--- src/rtl/exc_entry_pkg.sv ---
package exc_entry_pkg;
  localparam int MD_BIT = 30;
  localparam int RB_BIT = 29;
  localparam int BL_BIT = 28;
  localparam int N_SET  = 3;
  localparam int SET_BITS [N_SET] = '{MD_BIT, RB_BIT, BL_BIT};

  typedef enum logic [1:0] {
    EV_EXC  = 2'd0,
    EV_TRAP = 2'd1,
    EV_INT  = 2'd2
  } ev_kind_e;
endpackage

--- src/rtl/exc_kind_dec.sv ---
module exc_kind_dec
  import exc_entry_pkg::*;
#(
  parameter int          EVW       = 12,
  parameter logic [11:0] TRAP_CODE = 12'h160
) (
  input  logic [EVW-1:0] exc_code_i,
  input  logic [EVW-1:0] int_code_i,
  input  logic           bl_i,
  output ev_kind_e       kind_o,
  output logic           blocked_o
);
  always_comb begin
    if (|int_code_i)                         kind_o = EV_INT;
    else if (exc_code_i == EVW'(TRAP_CODE)) kind_o = EV_TRAP;
    else                                     kind_o = EV_EXC;
  end
  assign blocked_o = bl_i;
endmodule

--- src/rtl/exc_ctx_save.sv ---
module exc_ctx_save #(
  parameter int XW   = 32,
  parameter int STEP = 2
) (
  input  logic          clk_i,
  input  logic          rst_ni,
  input  logic          load_i,
  input  logic          trap_i,
  input  logic [XW-1:0] pc_i,
  input  logic [XW-1:0] sr_i,
  input  logic [XW-1:0] gr_i,
  output logic [XW-1:0] spc_o,
  output logic [XW-1:0] ssr_o,
  output logic [XW-1:0] sgr_o
);
  logic [XW-1:0] ret_pc;
  assign ret_pc = trap_i ? pc_i + XW'(STEP) : pc_i;

  always_ff @(posedge clk_i or negedge rst_ni) begin
    if (!rst_ni) begin
      spc_o <= '0;
      ssr_o <= '0;
      sgr_o <= '0;
    end else if (load_i) begin
      spc_o <= ret_pc;
      ssr_o <= sr_i;
      sgr_o <= gr_i;
    end
  end


  ctx_capture_chk: assert property (@(posedge clk_i) disable iff (!rst_ni)
    load_i |=> (ssr_o == $past(sr_i)) && (sgr_o == $past(gr_i)));

  trap_step_chk: assert property (@(posedge clk_i) disable iff (!rst_ni)
    (load_i && trap_i) |=> spc_o == $past(pc_i) + XW'(STEP));
endmodule

--- src/rtl/exc_event_regs.sv ---
module exc_event_regs #(
  parameter int EVW = 12,
  parameter int XW  = 32
) (
  input  logic           clk_i,
  input  logic           rst_ni,
  input  logic           load_i,
  input  logic           is_int_i,
  input  logic [EVW-1:0] exc_code_i,
  input  logic [EVW-1:0] int_code_i,
  input  logic [XW-1:0]  fault_i,
  output logic [EVW-1:0] exc_ev_o,
  output logic [EVW-1:0] int_ev_o,
  output logic [XW-1:0]  fault_o
);
  always_ff @(posedge clk_i or negedge rst_ni) begin
    if (!rst_ni) begin
      exc_ev_o <= '0;
      int_ev_o <= '0;
      fault_o  <= '0;
    end else if (load_i) begin
      if (is_int_i) begin
        int_ev_o <= int_code_i;
      end else begin
        exc_ev_o <= exc_code_i;
        fault_o  <= fault_i;
      end
    end
  end


  int_keeps_exc_chk: assert property (@(posedge clk_i) disable iff (!rst_ni)
    (load_i && is_int_i) |=> $stable(exc_ev_o) && $stable(fault_o));

  exc_keeps_int_chk: assert property (@(posedge clk_i) disable iff (!rst_ni)
    (load_i && !is_int_i) |=> $stable(int_ev_o));
endmodule

--- src/rtl/exc_target_regs.sv ---
module exc_target_regs
  import exc_entry_pkg::*;
#(
  parameter int          XW      = 32,
  parameter logic [31:0] VEC_OFS = 32'h100
) (
  input  logic          clk_i,
  input  logic          rst_ni,
  input  logic          load_i,
  input  logic [XW-1:0] sr_i,
  input  logic [XW-1:0] vbase_i,
  output logic [XW-1:0] new_sr_o,
  output logic [XW-1:0] new_pc_o
);
  logic [N_SET-1:0][XW-1:0] bit_mask;
  logic [XW-1:0]            set_mask;

  for (genvar g = 0; g < N_SET; g++) begin : g_mask
    assign bit_mask[g] = XW'(1) << SET_BITS[g];
  end

  always_comb begin
    set_mask = '0;
    for (int k = 0; k < N_SET; k++) set_mask = set_mask | bit_mask[k];
  end

  always_ff @(posedge clk_i or negedge rst_ni) begin
    if (!rst_ni) begin
      new_sr_o <= '0;
      new_pc_o <= '0;
    end else if (load_i) begin
      new_sr_o <= sr_i | set_mask;
      new_pc_o <= vbase_i + XW'(VEC_OFS);
    end
  end


  sr_bits_chk: assert property (@(posedge clk_i) disable iff (!rst_ni)
    load_i |=> new_sr_o[MD_BIT] && new_sr_o[RB_BIT] && new_sr_o[BL_BIT]
               && (new_sr_o[27:0] == $past(sr_i[27:0])) && (new_sr_o[31] == $past(sr_i[31])));

  vec_pc_chk: assert property (@(posedge clk_i) disable iff (!rst_ni)
    load_i |=> new_pc_o == $past(vbase_i) + XW'(VEC_OFS));
endmodule

--- src/rtl/exc_entry_ctrl.sv ---
module exc_entry_ctrl
  import exc_entry_pkg::*;
#(
  parameter int          XW        = 32,
  parameter int          EVW       = 12,
  parameter int          STEP      = 2,
  parameter logic [31:0] VEC_OFS   = 32'h100,
  parameter logic [11:0] TRAP_CODE = 12'h160
) (
  input  logic           clk_i,
  input  logic           rst_ni,
  input  logic           start_i,
  input  logic [EVW-1:0] exc_code_i,
  input  logic [EVW-1:0] int_code_i,
  input  logic [XW-1:0]  pc_i,
  input  logic [XW-1:0]  sr_i,
  input  logic [XW-1:0]  r15_i,
  input  logic [XW-1:0]  vbase_i,
  input  logic [XW-1:0]  fault_addr_i,
  output logic [XW-1:0]  saved_pc_o,
  output logic [XW-1:0]  saved_sr_o,
  output logic [XW-1:0]  saved_gr_o,
  output logic [EVW-1:0] exc_event_o,
  output logic [EVW-1:0] int_event_o,
  output logic [XW-1:0]  fault_vaddr_o,
  output logic [XW-1:0]  new_sr_o,
  output logic [XW-1:0]  new_pc_o,
  output logic           done_o,
  output logic           dbl_fault_o
);
  ev_kind_e kind;
  logic     blocked;
  logic     accept;

  exc_kind_dec #(.EVW(EVW), .TRAP_CODE(TRAP_CODE)) u_dec (
    .exc_code_i (exc_code_i),
    .int_code_i (int_code_i),
    .bl_i       (sr_i[BL_BIT]),
    .kind_o     (kind),
    .blocked_o  (blocked)
  );

  assign accept = start_i && !blocked;

  exc_ctx_save #(.XW(XW), .STEP(STEP)) u_ctx (
    .clk_i  (clk_i),
    .rst_ni (rst_ni),
    .load_i (accept),
    .trap_i (kind == EV_TRAP),
    .pc_i   (pc_i),
    .sr_i   (sr_i),
    .gr_i   (r15_i),
    .spc_o  (saved_pc_o),
    .ssr_o  (saved_sr_o),
    .sgr_o  (saved_gr_o)
  );

  exc_event_regs #(.EVW(EVW), .XW(XW)) u_ev (
    .clk_i      (clk_i),
    .rst_ni     (rst_ni),
    .load_i     (accept),
    .is_int_i   (kind == EV_INT),
    .exc_code_i (exc_code_i),
    .int_code_i (int_code_i),
    .fault_i    (fault_addr_i),
    .exc_ev_o   (exc_event_o),
    .int_ev_o   (int_event_o),
    .fault_o    (fault_vaddr_o)
  );

  exc_target_regs #(.XW(XW), .VEC_OFS(VEC_OFS)) u_tgt (
    .clk_i    (clk_i),
    .rst_ni   (rst_ni),
    .load_i   (accept),
    .sr_i     (sr_i),
    .vbase_i  (vbase_i),
    .new_sr_o (new_sr_o),
    .new_pc_o (new_pc_o)
  );

  always_ff @(posedge clk_i or negedge rst_ni) begin
    if (!rst_ni) begin
      done_o      <= 1'b0;
      dbl_fault_o <= 1'b0;
    end else begin
      done_o      <= accept;
      dbl_fault_o <= start_i && blocked;
    end
  end


  dbl_excl_chk: assert property (@(posedge clk_i) disable iff (!rst_ni)
    !(done_o && dbl_fault_o));

  dbl_frozen_chk: assert property (@(posedge clk_i) disable iff (!rst_ni)
    dbl_fault_o |-> $stable(saved_pc_o) && $stable(saved_sr_o) && $stable(new_pc_o)
                    && $stable(exc_event_o) && $stable(int_event_o));

  done_src_chk: assert property (@(posedge clk_i) disable iff (!rst_ni)
    done_o |-> $past(start_i) && !$past(sr_i[BL_BIT]));

  idle_hold_chk: assert property (@(posedge clk_i) disable iff (!rst_ni)
    !start_i |=> $stable(saved_pc_o) && $stable(new_sr_o) && $stable(fault_vaddr_o));
endmodule

--- config.mk ---
export PLATFORM = sky130hd
export DESIGN_NAME = exc_entry_ctrl
export DESIGN_NICKNAME = d
export VERILOG_FILES = /design/src/rtl/exc_entry_pkg.sv /design/src/rtl/exc_kind_dec.sv /design/src/rtl/exc_ctx_save.sv /design/src/rtl/exc_event_regs.sv /design/src/rtl/exc_target_regs.sv /design/src/rtl/exc_entry_ctrl.sv
export SDC_FILE = /design/constraint.sdc
export NUM_CORES = 1
export LEC_CHECK = 0
export ABC_AREA = 0
export BUFFER_PORTS_ARGS = -buffer_cell sky130_fd_sc_hd__buf_2
export CAP_MARGIN = 20
export CORE_AREA = 2 2 159 161
export CTS_CLUSTER_DIAMETER = 150
export DETAILED_ROUTE_END_ITERATION = 12
export DIE_AREA = 0 0 161 163
export GPL_ROUTABILITY_DRIVEN = 0
export PLACE_DENSITY = 0.74
export REMOVE_ABC_BUFFERS = 1
export SYNTH_ARGS = -nofsm -noshare
export SYNTH_HDL_FRONTEND = slang
export SYNTH_SLANG_ARGS = --single-unit
--- constraint.sdc ---
create_clock -name clk_i -period 1 [get_ports clk_i]
set_input_delay 0.2 -clock clk_i [delete_from_list [all_inputs] [get_ports clk_i]]
set_output_delay 0.2 -clock clk_i [all_outputs]
set_load 0.05 [all_outputs]
# [After elaboration in Yosys (flattened, before gate mapping)]
# Cells that the tools add are included.
[totals] elab_cells=25 mem_count=0 input_bits=187 ff_bits=218 ram_bits=0 rom_bits=0 latchBits=0
[op_classes] n_reduce_logical=6 add_sub_neg=2 order_cmp=0 bitwise=1 n_shift=0 n_div=0 multipliers=0 n_eq_ne=3 muxes=3
[ops] operator="32-bit by 2-bit adder with 32-bit output (second input constant)" n=1
[ops] operator="32-bit by 9-bit adder with 32-bit output (second input constant)" n=1
[ops] operator="32-bit two-way mux" n=1
[ops] operator="12-bit by 9-bit == test with 1-bit output (second input constant)" n=1
[ops] operator="12-bit OR reduction" n=1
[ops] operator="2-bit AND reduction" n=2
[ops] operator="2-bit by 1-bit == test with 1-bit output (second input constant)" n=1
[ops] operator="2-bit == test (second input constant)" n=1
[ops] operator="1-bit logical AND" n=2
[ops] operator="2-bit two-way mux" n=1
[ops] operator="1-bit logical NOT" n=1
[ops] operator="1-bit two-way mux" n=1
[ops] operator="1-bit inverter" n=1

# [Depth between registers and ports, before layout]
# Gate-level depths: netlist (run 1).
[depth] depth_word=6 ltp_mapped=7 depth_no_buf=6

# [By module]
# From an unflattened synthesis (run 1), not the netlist that was laid out.
[unflattened] cells_unflattened=703 hier_area_um2=9315.2
[modules_own_cells] module="exc_ctx_save" area_per_inst_um2=4141.5 n_inst=1 cells_per_inst=337
[modules_own_cells] module="exc_target_regs" area_per_inst_um2=2715.1 n_inst=1 cells_per_inst=230
[modules_own_cells] module="exc_event_regs" area_per_inst_um2=2311.0 n_inst=1 cells_per_inst=120
[modules_own_cells] module="exc_entry_ctrl" area_per_inst_um2=80.1 n_inst=1 cells_per_inst=6
[modules_own_cells] module="exc_kind_dec" area_per_inst_um2=67.6 n_inst=1 cells_per_inst=10

# [Worst setup path after synthesis (run 1)]
# OpenSTA, ideal clock, no wires.
[synth_path] path_kind="input to register" from="input port int_code_i[2]" to="register u_ctx.spc_o[28]" setup_time_ns=0.082 n_path_buf=1 setup_slack_ns=-0.870 required_ns=0.918 stages=6 arrival_time_ns=1.788 path_cell_list="nor4_2 nand3_1 or4_1 clkbuf_2 or3_1 a31oi_1"
[synth_between] elab_chain_len=4
[synth_lines] element="start, declared" line="exc_entry_ctrl.sv:14" source="input logic [EVW-1:0] int_code_i,"
[synth_lines] element="12-bit OR reduction" line="exc_kind_dec.sv:14" source="if (|int_code_i) kind_o = EV_INT;"
[synth_lines] element="2-bit two-way mux" line="exc_kind_dec.sv:14"
[synth_lines] element="2-bit by 1-bit == test with 1-bit output" line="exc_entry_ctrl.sv:49" source=".trap_i (kind == EV_TRAP),"
[synth_lines] element="32-bit two-way mux" line="exc_ctx_save.sv:17" source="assign ret_pc = trap_i ? pc_i + XW'(STEP) : pc_i;"
[synth_lines] element="end signal, assigned" line="exc_ctx_save.sv:25" source="spc_o <= ret_pc;"
[synth_lines] element="end, declared" line="exc_ctx_save.sv:12" source="output logic [XW-1:0] spc_o,"
# No other way between the ends.
# A chain may end at the register's enable or synchronous reset.

# [Worst setup path in the final report (run 1)]
[layout_path] from="input port int_code_i[6]" to="register u_ctx.spc_o[30]"
# The elaborated chain is that of the path after synthesis.

==> results.txt, run 1 <==
Remaining DRCs: 0
grt ovf: 0
Post-synth EDFFs: 0
P_leak: 0.008057 uW
Layout Nets: 1657
Reg2Reg Setup Slack: -0.05 ns
HPWL after detailed placement: 19600 um
setup TNS: -71.01 ns
commonest non-fill, non-tap cell in the layout: nand2_1
Syn-to-layout area delta: 89.29%
Mapped Area: 8259 um^2
PortBufs: 404
CP max FO: 8
share of cells above drive strength 1: 50.44%
Final min period: 1.570 ns
Post-Place Cell Area: 11170 um^2
post-synthesis sequential area ratio: 56.66%
Site Rows: 58
CTS tree: done
asr flop ratio synth: 100.0%
Reg area: 4686 um^2
most frequent cells in the layout: 280 x nand2_1, 253 x buf_6, 182 x dfrtp_1
Pwr Density: 1548 nW/um^2
status: finished, violations left
clock sinks: 187
global-route usage over all layers: 23.60%
H-tree Lvls: 4
Most used DFF post-synth: dfrtp_1
hold_sp: int_code_i[1]
Worst Path Arrival: 1.91 ns
Final Hold Fails: 0
DR vias: 8757
DIE WIDTH: 161 um
failing checks: negative setup slack
CP Launch Type: primary input
area of the multi-input gates: 3682 um^2
Initial Util: 33.47%
Routed Antenna Nets: 0
Hold Crit Class: in -> reg
cell taking the most area after synthesis: dfrtp_1
vias in the first global route: 8927
actual slew at the worst max-slew pin: 0.4415 ns
post-layout instance area: 15630 um^2
fillers: 1801
Cells after Synth: 832
Worst Setup Path Type: in -> reg
initial antenna violation count: 8
Boundary Pins: 405
post-synth top area share: 56.66%
core area: 24670 um^2
Die H: 163 um
drt via density: 4.812
number of CTS-inserted buffers: 17
path depth of the worst reg2reg path: 3
fin. max-slew vios: 0
post-route non-filler standard cell count: 1820
full die area: 26240 um^2
Clk Latency, worst-skew pair: 0.41 ns
endpoints failing setup: 315
Worst Clk Skew: 0 ns
Tcrit/Tclk final: 157.0%
Synth Register Bits: 187
clock tree root driver cell: clkbuf_16
first-pass GRT wire length: 48270 um
WL/cell: 18.68 um
Inst Count DP: 1590
Worst slew margin: 70.57%
Synth area leaders: dfrtp_1 57%, nand2_1 13%, mux2_2 7.8%
Worst Setup End Kind: flop
warning count from the yosys run: 0
Worst Slack Setup Final: -0.5702 ns
VDD IR max: 0.001165 V
Cell variety after synth: 34
reg2reg start: u_ev.fault_o[19]
RSZ-0062 raised after global routing: yes
Mapped Avg Cell Area: 9.927 um^2
Critical Path RT: 1.34 ns
Hold Path Stages: 2
Clock Tree Buf Depth: 2
end of the worst register-to-register path: u_ev.fault_o[19]
largest net degree at the start of global routing: 57
Highest Clock Rate: 636.9 MHz
routed wire length: 33990 um
hold endpoint: u_ev.int_ev_o[1]
clk slew on worst S/H paths: 0.09 ns
DRT Pass-1 Iters: 6
initial DRC count: 562
Max Cap Violations: 0
==> worst max path at each step <==
stage,end,cells past startpoint,from,slack [ns]
finish,u_ctx.spc_o[30],6,int_code_i[6],-0.57
global route,u_ctx.spc_o[30],7,int_code_i[10],-0.62
CTS,u_ctx.spc_o[30],8,int_code_i[10],-0.58
detailed placement,u_ctx.spc_o[30],8,int_code_i[9],-1.20
floorplan,u_ev.exc_ev_o[0],4,sr_i[28],-6.93
global placement,u_ctx.spc_o[30],8,int_code_i[9],-1.20
==> through the flow <==
stage | total power (uW) | hold WS [ns] | util [%] | setup slack, ns
3_3_place_gp | 14920 | 0.06981 | 45.27 | -1.197
5_1_grt | 25130 | 0.003937 | 63.35 | -0.6205
2_1_floorplan | 12830 | -0.09559 | - | -6.927
4_1_cts | 23910 | 0.0003458 | 60.41 | -0.5840
3_5_place_dp | 15020 | 0.06898 | 45.27 | -1.203
6_report | 24200 | 0.02074 | 63.36 | -0.5702
==> Yosys cell counts (6+ instances only) <==
master    number
nand3_1       23
nand4_1       14
nor3_1        12
nor2_1        16
o21ai_0       45
inv_1         11
xnor2_1       29
and4_1         9
and3_1         9
a31oi_1       11
xor2_1        12
mux2_2        57
clkbuf_1      37
nor4_1        13
a21o_1         6
dfrtp_1      187
buf_4         31
nand2_1      282
==> layer usage <==
layer	GRT usage, %	wire length, um	vias up
met5	0	0	-
met4	13.11	1606	0
met3	4.711	1750	108
met2	40.56	17560	363
met1	27.78	13080	4267
li1	-	-	4019
==> flip-flops by register name, indices dropped and copies added, names as in the netlist <==
register and count:
u_tgt.new_sr_o 1, done_o 1, u_ctx.sgr_o 32, u_ev.exc_ev_o 12
dbl_fault_o 1, u_ctx.spc_o 32, u_ev.fault_o 32, u_tgt.new_pc_o 32
u_ev.int_ev_o 12, u_ctx.ssr_o 32
==> final cells by class <==
cell class / count / share of cell area (%)
Tap cell: 330 / 2.641
Timing Repair Buffer: 688 / 39.57
Clock buffer: 17 / 2.721
Multi-Input combinational cell: 562 / 23.55
Antenna cell: 9 / 0.1441
Sequential cell: 187 / 29.97
Inverter: 12 / 0.2961
Clock inverter: 15 / 1.104
==> repair_timing <==
item / in CTS / in global routing
endpoints found under the setup margin: 317 / 318
hold buffers: 96 / 0
pin swaps: 46 / 55
setup buffers: 37 / 53
endpoints found under the hold margin: 282 / 0
gates resized for setup: 547 / 80
cloned: 1 / 8
==> critical path, cell delays in order <==
cell	delay (ns)
buf_6	0.11
nor4_4	0.38
nand3_4	0.14
or4_4	0.57
or3_1	0.33
a31oi_1	0.18
==> power by group <==
group | total [uW] | internal [uW] | switching, uW
combinational | 8280 | 3260 | 5020
clock | 6970 | 3590 | 3380
sequential | 8950 | 8290 | 662
total | 24200 | 15100 | 9060
==> cells by family after synthesis <==
group	count (synthesis)	synth area share [%]
AND/OR/NAND/NOR	397	21.33
flip-flops	187	56.66
buffers and inverters	83	5.211
AO/OA/AOI/OAI	64	4.257
multiplexers	58	7.893
XOR/XNOR	41	4.348
adder cells (fa/ha/maj)	2	0.3029
(Power assumes the default switching activity.)
==> run 2, diff against run 1 <==
--- a/config.mk
+++ b/config.mk
@@ -8,12 +8,12 @@
 export ABC_AREA = 0
 export BUFFER_PORTS_ARGS = -buffer_cell sky130_fd_sc_hd__buf_2
 export CAP_MARGIN = 20
-export CORE_AREA = 2 2 159 161
+export CORE_MARGIN = 2
+export CORE_UTILIZATION = 29
 export CTS_CLUSTER_DIAMETER = 150
 export DETAILED_ROUTE_END_ITERATION = 12
-export DIE_AREA = 0 0 161 163
 export GPL_ROUTABILITY_DRIVEN = 0
-export PLACE_DENSITY = 0.74
+export PLACE_DENSITY = 0.56
 export REMOVE_ABC_BUFFERS = 1
 export SYNTH_ARGS = -nofsm -noshare
 export SYNTH_HDL_FRONTEND = slang
==> run 2 against run 1 <==
Compared with the run above:
- the flow still finishes with violations (negative setup slack)
- design area increased by 0.91%
- via count decreased by 2.7%
- final cell count increased by 2.7%
- core utilization decreased by 6.9 points
- clock skew unchanged
- die area increased by 14%
- first-iteration DRC count decreased by 23%
- hold slack improved by 0.0063 ns
- critical endpoint is now u_ctx.spc_o[26]
- maximum frequency decreased by 3.2%
- critical path type unchanged
- sequential share of layout area decreased by 0.30 points
- total power decreased by 1.6%
- critical path depth unchanged
==> results.txt, run 2 (same netlist as run 1, synthesis figures left out) <==
Final Hold Fails: 0 (unchanged)
commonest non-fill, non-tap cell in the layout: nand2_1
VDD IR max: 0.0009278 V (-20%)
initial antenna violation count: 3 (-5)
Remaining DRCs: 0 (unchanged)
clock sinks: 187 (unchanged)
Worst Setup End Kind: flop
CP max FO: 8 (unchanged)
Die H: 172.8 um (+6.0%)
Routed Antenna Nets: 0 (unchanged)
final core utilization: 56.48% (-6.9 points)
CP Launch Type: primary input
Clk Latency, worst-skew pair: 0.42 ns (about the same)
failing checks: negative setup slack
Reg area: 4681 um^2 (-0.11%)
area of the multi-input gates: 3654 um^2 (-0.78%)
number of CTS-inserted buffers: 17 (unchanged)
final hold slack: 0.02702 ns (+0.006277 ns)
status: finished, violations left
initial DRC count: 430 (-23%)
Worst slew margin: 76.41% (+5.8 points)
WL/cell: 17.00 um (-9.0%)
Hold Crit Class: in -> reg
Inst Count DP: 1643 (+3.3%)
share of cells above drive strength 1: 48.72% (-1.7 points)
fin. max-slew vios: 0 (unchanged)
clock tree root driver cell: clkbuf_16
Syn-to-layout area delta: 91.02%
Highest Clock Rate: 616.7 MHz (-3.2%)
Layout Nets: 1664 (+0.42%)
core area: 27930 um^2 (+13%)
routed wire length: 31770 um (-6.5%)
CTS tree: done
Site Rows: 61 (+5.2%)
Worst Setup Path Type: in -> reg
Boundary Pins: 405 (unchanged)
Initial Util: 29.57% (-3.9 points)
H-tree Lvls: 4 (unchanged)
Worst Slack Setup Final: -0.6216 ns (-0.05144 ns)
DIE WIDTH: 172.8 um (+7.3%)
Clock Tree Buf Depth: 2 (unchanged)
Worst Clk Skew: 0 ns (unchanged)
endpoints failing setup: 312 (-0.95%)
Worst Path Arrival: 1.97 ns (+0.06 ns)
clk slew on worst S/H paths: 0.07 ns (-0.02 ns)
DRT Pass-1 Iters: 5 (-1)
Final min period: 1.622 ns (+0.05144 ns)
setup TNS: -73.73 ns (-2.724 ns)
post-route non-filler standard cell count: 1869 (+2.7%)
drt via density: 4.559 (-5.3%)
actual slew at the worst max-slew pin: 0.3512 ns (-0.09029 ns)
Pwr Density: 1510 nW/um^2 (-2.4%)
largest net degree at the start of global routing: 62 (+8.8%)
Critical Path RT: 1.35 ns (about the same)
most frequent cells in the layout: 281 x nand2_1, 248 x buf_6, 186 x dfrtp_1
first-pass GRT wire length: 47980 um (-0.60%)
vias in the first global route: 8590 (-3.8%)
Place WS: -1.262 ns (-0.05940 ns)
full die area: 29850 um^2 (+14%)
HPWL after detailed placement: 20130 um (+2.7%)
grt ovf: 0 (unchanged)
Max Cap Violations: 0 (unchanged)
Tcrit/Tclk final: 162.2% (+5.1 points)
DR vias: 8520 (-2.7%)
RSZ-0062 raised after global routing: yes
fillers: 2257 (+25%)
P_leak: 0.008107 uW (+0.61%)
PortBufs: 404 (unchanged)
global-route usage over all layers: 20.33% (-3.3 points)
## run 2: power breakdown
group | leakage, uW | switching, uW | total (uW) | internal [uW]
clock | 0.000273 | 3130 | 6720 | 3590
sequential | 0.00236 | 615 | 8910 | 8290
combinational | 0.00547 | 4950 | 8200 | 3250
total | 0.00811 | 8690 | 23800 | 15100
## run 2: layout make-up
type | count | area share, %
Clock buffer | 20 | 2.895
Multi-Input combinational cell | 562 | 23.16
Sequential cell | 187 | 29.67
Tap cell | 378 | 2.998
Clock inverter | 12 | 0.7058
Inverter | 12 | 0.2934
Antenna cell | 3 | 0.04759
Timing Repair Buffer | 695 | 40.23
## run 2: critical path, cell delays in order
cell and delay (ns):
buf_2 0.12, nor4_4 0.31, nand3_2 0.17, or4_4 0.62, or3_1 0.39, a31oi_1 0.16
## run 2: metal layers
layer	GRT usage [%]	up-vias	wire (um)
met3	4.661	76	1791
met2	35.12	331	16050
met4	9.852	0	1315
li1	-	4022	-
met1	23.87	4091	12610
met5	0	-	0
## run 2: through the flow
stage | total power (uW) | instance area, um^2
floorplan | 12830 | 7874
global placement | 15000 | 11260
detailed placement | 15040 | 11260
CTS | 23650 | 15140
global route | 24820 | 15780
finish | 23820 | 15780
## run 2: final timing paths
kind / slack (ns) / to / from / depth (start not counted)
min in group asynchronous: 0.24 / u_ev.int_ev_o[5] / rst_ni / 2
max in group asynchronous: 0.24 / u_ev.fault_o[10] / rst_ni / 3
worst max-delay path: -0.62 / u_ctx.spc_o[26] / exc_code_i[1] / 6
worst max register to register: 0.07 / u_ev.fault_o[25] / u_ev.fault_o[25] / 2
worst min register to register: 0.50 / u_ctx.sgr_o[28] / u_ctx.sgr_o[28] / 2
worst min-delay path: 0.03 / u_ev.fault_o[16] / fault_addr_i[16] / 2
## run 2: repair_timing
| action | 4_1_cts | 5_1_grt |
|---|---|---|
| resized for setup | 544 | 72 |
| gates cloned | 6 | 3 |
| hold endpoints to repair | 291 | 1 |
| pin swaps | 43 | 47 |
| setup endpoints to repair | 315 | 318 |
| hold buffers | 107 | 1 |
| buffers inserted | 28 | 51 |
==> run 3, diff against run 2 <==
==> constraint.sdc (replaced) <==
create_clock -name clk_i -period 1 [get_ports clk_i]
set_input_delay 0.05 -clock clk_i [delete_from_list [all_inputs] [get_ports clk_i]]
set_output_delay 0.05 -clock clk_i [all_outputs]
set_load 0.05 [all_outputs]
==> run 3 against run 2 <==
Compared with the run above:
- the run still ends with negative setup slack left
- maximum frequency is 12% higher
- combinational power grew 2%
- highest routed layer unchanged
- hold slack worse by 0.016 ns
- non-clock buffer count increased by 47
- clock-buffer cell count stayed put
- wire length is 6.4% higher
- sequential power about the same
- final cell count is 2.5% higher
- total power is 2.2% higher
- first-iteration DRC count shrank 5.8%
==> results.txt, run 3 (same netlist as run 1, synthesis figures left out) <==
status: finished, violations left
failing checks: negative setup slack
full die area: 29850 um^2 (unchanged)
Final Hold Fails: 0 (unchanged)
clk slew on worst S/H paths: 0.07 ns (about the same)
Worst Setup Path Type: in -> reg
end of the worst register-to-register path: u_ev.fault_o[9]
DRT Pass-1 Iters: 4 (-1)
P_leak: 0.008174 uW (+0.83%)
Inst Count DP: 1645 (+0.12%)
Seq pwr share: 36.6% (-0.8 points)
Hold Crit Class: in -> reg
Boundary Pins: 405 (unchanged)
fin. max-slew vios: 0 (unchanged)
DIE WIDTH: 172.8 um (unchanged)
Highest Clock Rate: 693.6 MHz (+12%)
number of CTS-inserted buffers: 17 (unchanged)
H-tree Lvls: 4 (unchanged)
WL/cell: 17.65 um (+3.9%)
Reg2Reg Setup Slack: -0.04 ns (-0.11 ns)
Syn-to-layout area delta: 95.12%
Final Power: 24350 uW (+2.2%)
first-pass GRT wire length: 50300 um (+4.8%)
Clock Tree Buf Depth: 2 (unchanged)
drt via density: 4.555 (about the same)
Int Power: 15590 uW (+3.0%)
Site Rows: 61 (unchanged)
Initial Util: 29.57% (unchanged)
actual slew at the worst max-slew pin: 0.3741 ns (+0.02292 ns)
Hold Path Stages: 4 (+2)
HPWL after detailed placement: 20400 um (+1.3%)
clock tree root driver cell: clkbuf_16
reg2reg start: u_ev.fault_o[9]
Worst Path Arrival: 1.80 ns (-0.17 ns)
path depth of the worst reg2reg path: 3 (+1)
share of cells above drive strength 1: 47.26% (-1.5 points)
PortBufs: 404 (unchanged)
Clock power frac: 29.0% (+0.8 points)
CTS tree: done
Worst Setup End Kind: flop
Remaining DRCs: 0 (unchanged)
Tcrit/Tclk final: 144.2% (-18 points)
Max Cap Violations: 0 (unchanged)
Sw Share: 35.98% (-0.49 points)
routed wire length: 33810 um (+6.4%)
Worst Clk Skew: 0 ns (unchanged)
Die H: 172.8 um (unchanged)
commonest non-fill, non-tap cell in the layout: nand2_1
RSZ-0062 raised after global routing: yes
hold_sp: pc_i[17]
clock sinks: 187 (unchanged)
Critical Path RT: 1.35 ns (about the same)
core area: 27930 um^2 (unchanged)
vias in the first global route: 9042 (+5.3%)
logic gate share of total power: 34.4% (about the same)
largest net degree at the start of global routing: 51 (-18%)
grt ovf: 0 (unchanged)
Pwr Density: 1511 nW/um^2 (about the same)
Final min period: 1.442 ns (-0.1798 ns)
Routed Antenna Nets: 0 (unchanged)
global-route usage over all layers: 21.53% (+1.2 points)
hold endpoint: u_ctx.spc_o[17]
P_sw: 8762 uW (+0.83%)
Layout Nets: 1711 (+2.8%)
initial DRC count: 405 (-5.8%)
Clk Latency, worst-skew pair: 0.43 ns (about the same)
CP Launch Type: primary input
post-route non-filler standard cell count: 1915 (+2.5%)
Worst Slack Setup Final: -0.4418 ns (+0.1798 ns)
DR vias: 8722 (+2.4%)
VDD IR max: 0.0008248 V (-11%)
endpoints failing setup: 293 (-6.1%)
CP max FO: 9 (+1)
most frequent cells in the layout: 282 x nand2_1, 235 x buf_6, 183 x dfrtp_1
Place WS: -1.085 ns (+0.1772 ns)
initial antenna violation count: 3 (unchanged)
Worst slew margin: 75.06% (-1.4 points)
==> run 3: changes by cell type in the layout (fill, tap and decap cells not counted), moves of 3 or more <==
cell	before	now
nor3_2	0	5
buf_16	4	7
dlygate4sd3_1	108	154
nor3_4	10	5
nand3_2	2	6
buf_4	142	154
nand3_1	18	15
buf_2	170	174
buf_6	248	235
o21ai_0	18	34
o21ai_1	28	12
dfrtp_1	186	183
dfrtp_2	1	4
==> run 3: power groups by stage <==
stage	combinational, uW	sequential (uW)	clock [uW]
floorplan	873	12000	0
CTS	8050	8890	7250
global placement	6210	8810	0
detailed placement	6250	8820	0
finish	8370	8920	7060
global route	8760	9010	7560
==> run 3: layout make-up <==
class | instances | area (um^2)
fill | 2283 | 11820
timing repair buffer | 742 | 6741
sequential | 187 | 4684
multi-input combinational | 562 | 3561
tap | 378 | 473.0
clock buffer | 20 | 466.7
clock inverter | 11 | 135.1
inverter | 12 | 46.29
antenna | 3 | 7.507
==> run 3: layer usage <==
layer / part of all wire (%) / wire (um) / global-route usage [%]
met1: 39 / 13310 / 25.37
met2: 52 / 17520 / 37.92
met3: 5.4 / 1817 / 4.683
met4: 3.4 / 1164 / 9.075
met5: 0 / 0 / 0
==> run 3: repair_timing <==
item / in CTS / in global routing
hold buffers: 153 / 1
endpoints found under the hold margin: 339 / 1
endpoints found under the setup margin: 298 / 301
pin swaps: 21 / 37
resized for setup: 518 / 39
gates cloned: 7 / 1
buffers inserted: 35 / 44
==> run 3: worst max-delay path by stage <==
stage	startpoint	end	cells after the start
after floorplan	sr_i[28]	u_ev.exc_ev_o[0]	4
after global placement	int_code_i[2]	u_ctx.spc_o[22]	8
after detailed placement	int_code_i[2]	u_ctx.spc_o[26]	8
after CTS	int_code_i[6]	u_ctx.spc_o[28]	8
after global routing	exc_code_i[0]	u_ctx.spc_o[25]	9
final	int_code_i[5]	u_ctx.spc_o[28]	7
==> run 3: worst max-delay path: stages <==
cell and delay (ns):
buf_6 0.10, nor4_4 0.29, buf_4 0.17, nand3_4 0.08, or4_4 0.61, or3_1 0.33
a31oi_1 0.17
==> run 3: metrics by stage <==
step                hold WS (ns)  area [um^2]  utilization (%)  TNS [ns]
floorplan                -0.2456         7874                -   -869.05
global placement        0.002744        11300            40.44    -61.32
detailed placement      0.002515        11300            40.44    -60.99
CTS                      -0.1497        15640            56.00    -27.61
global route             0.02571        16120            57.69    -37.81
finish                   0.01071        16120            57.69    -25.98
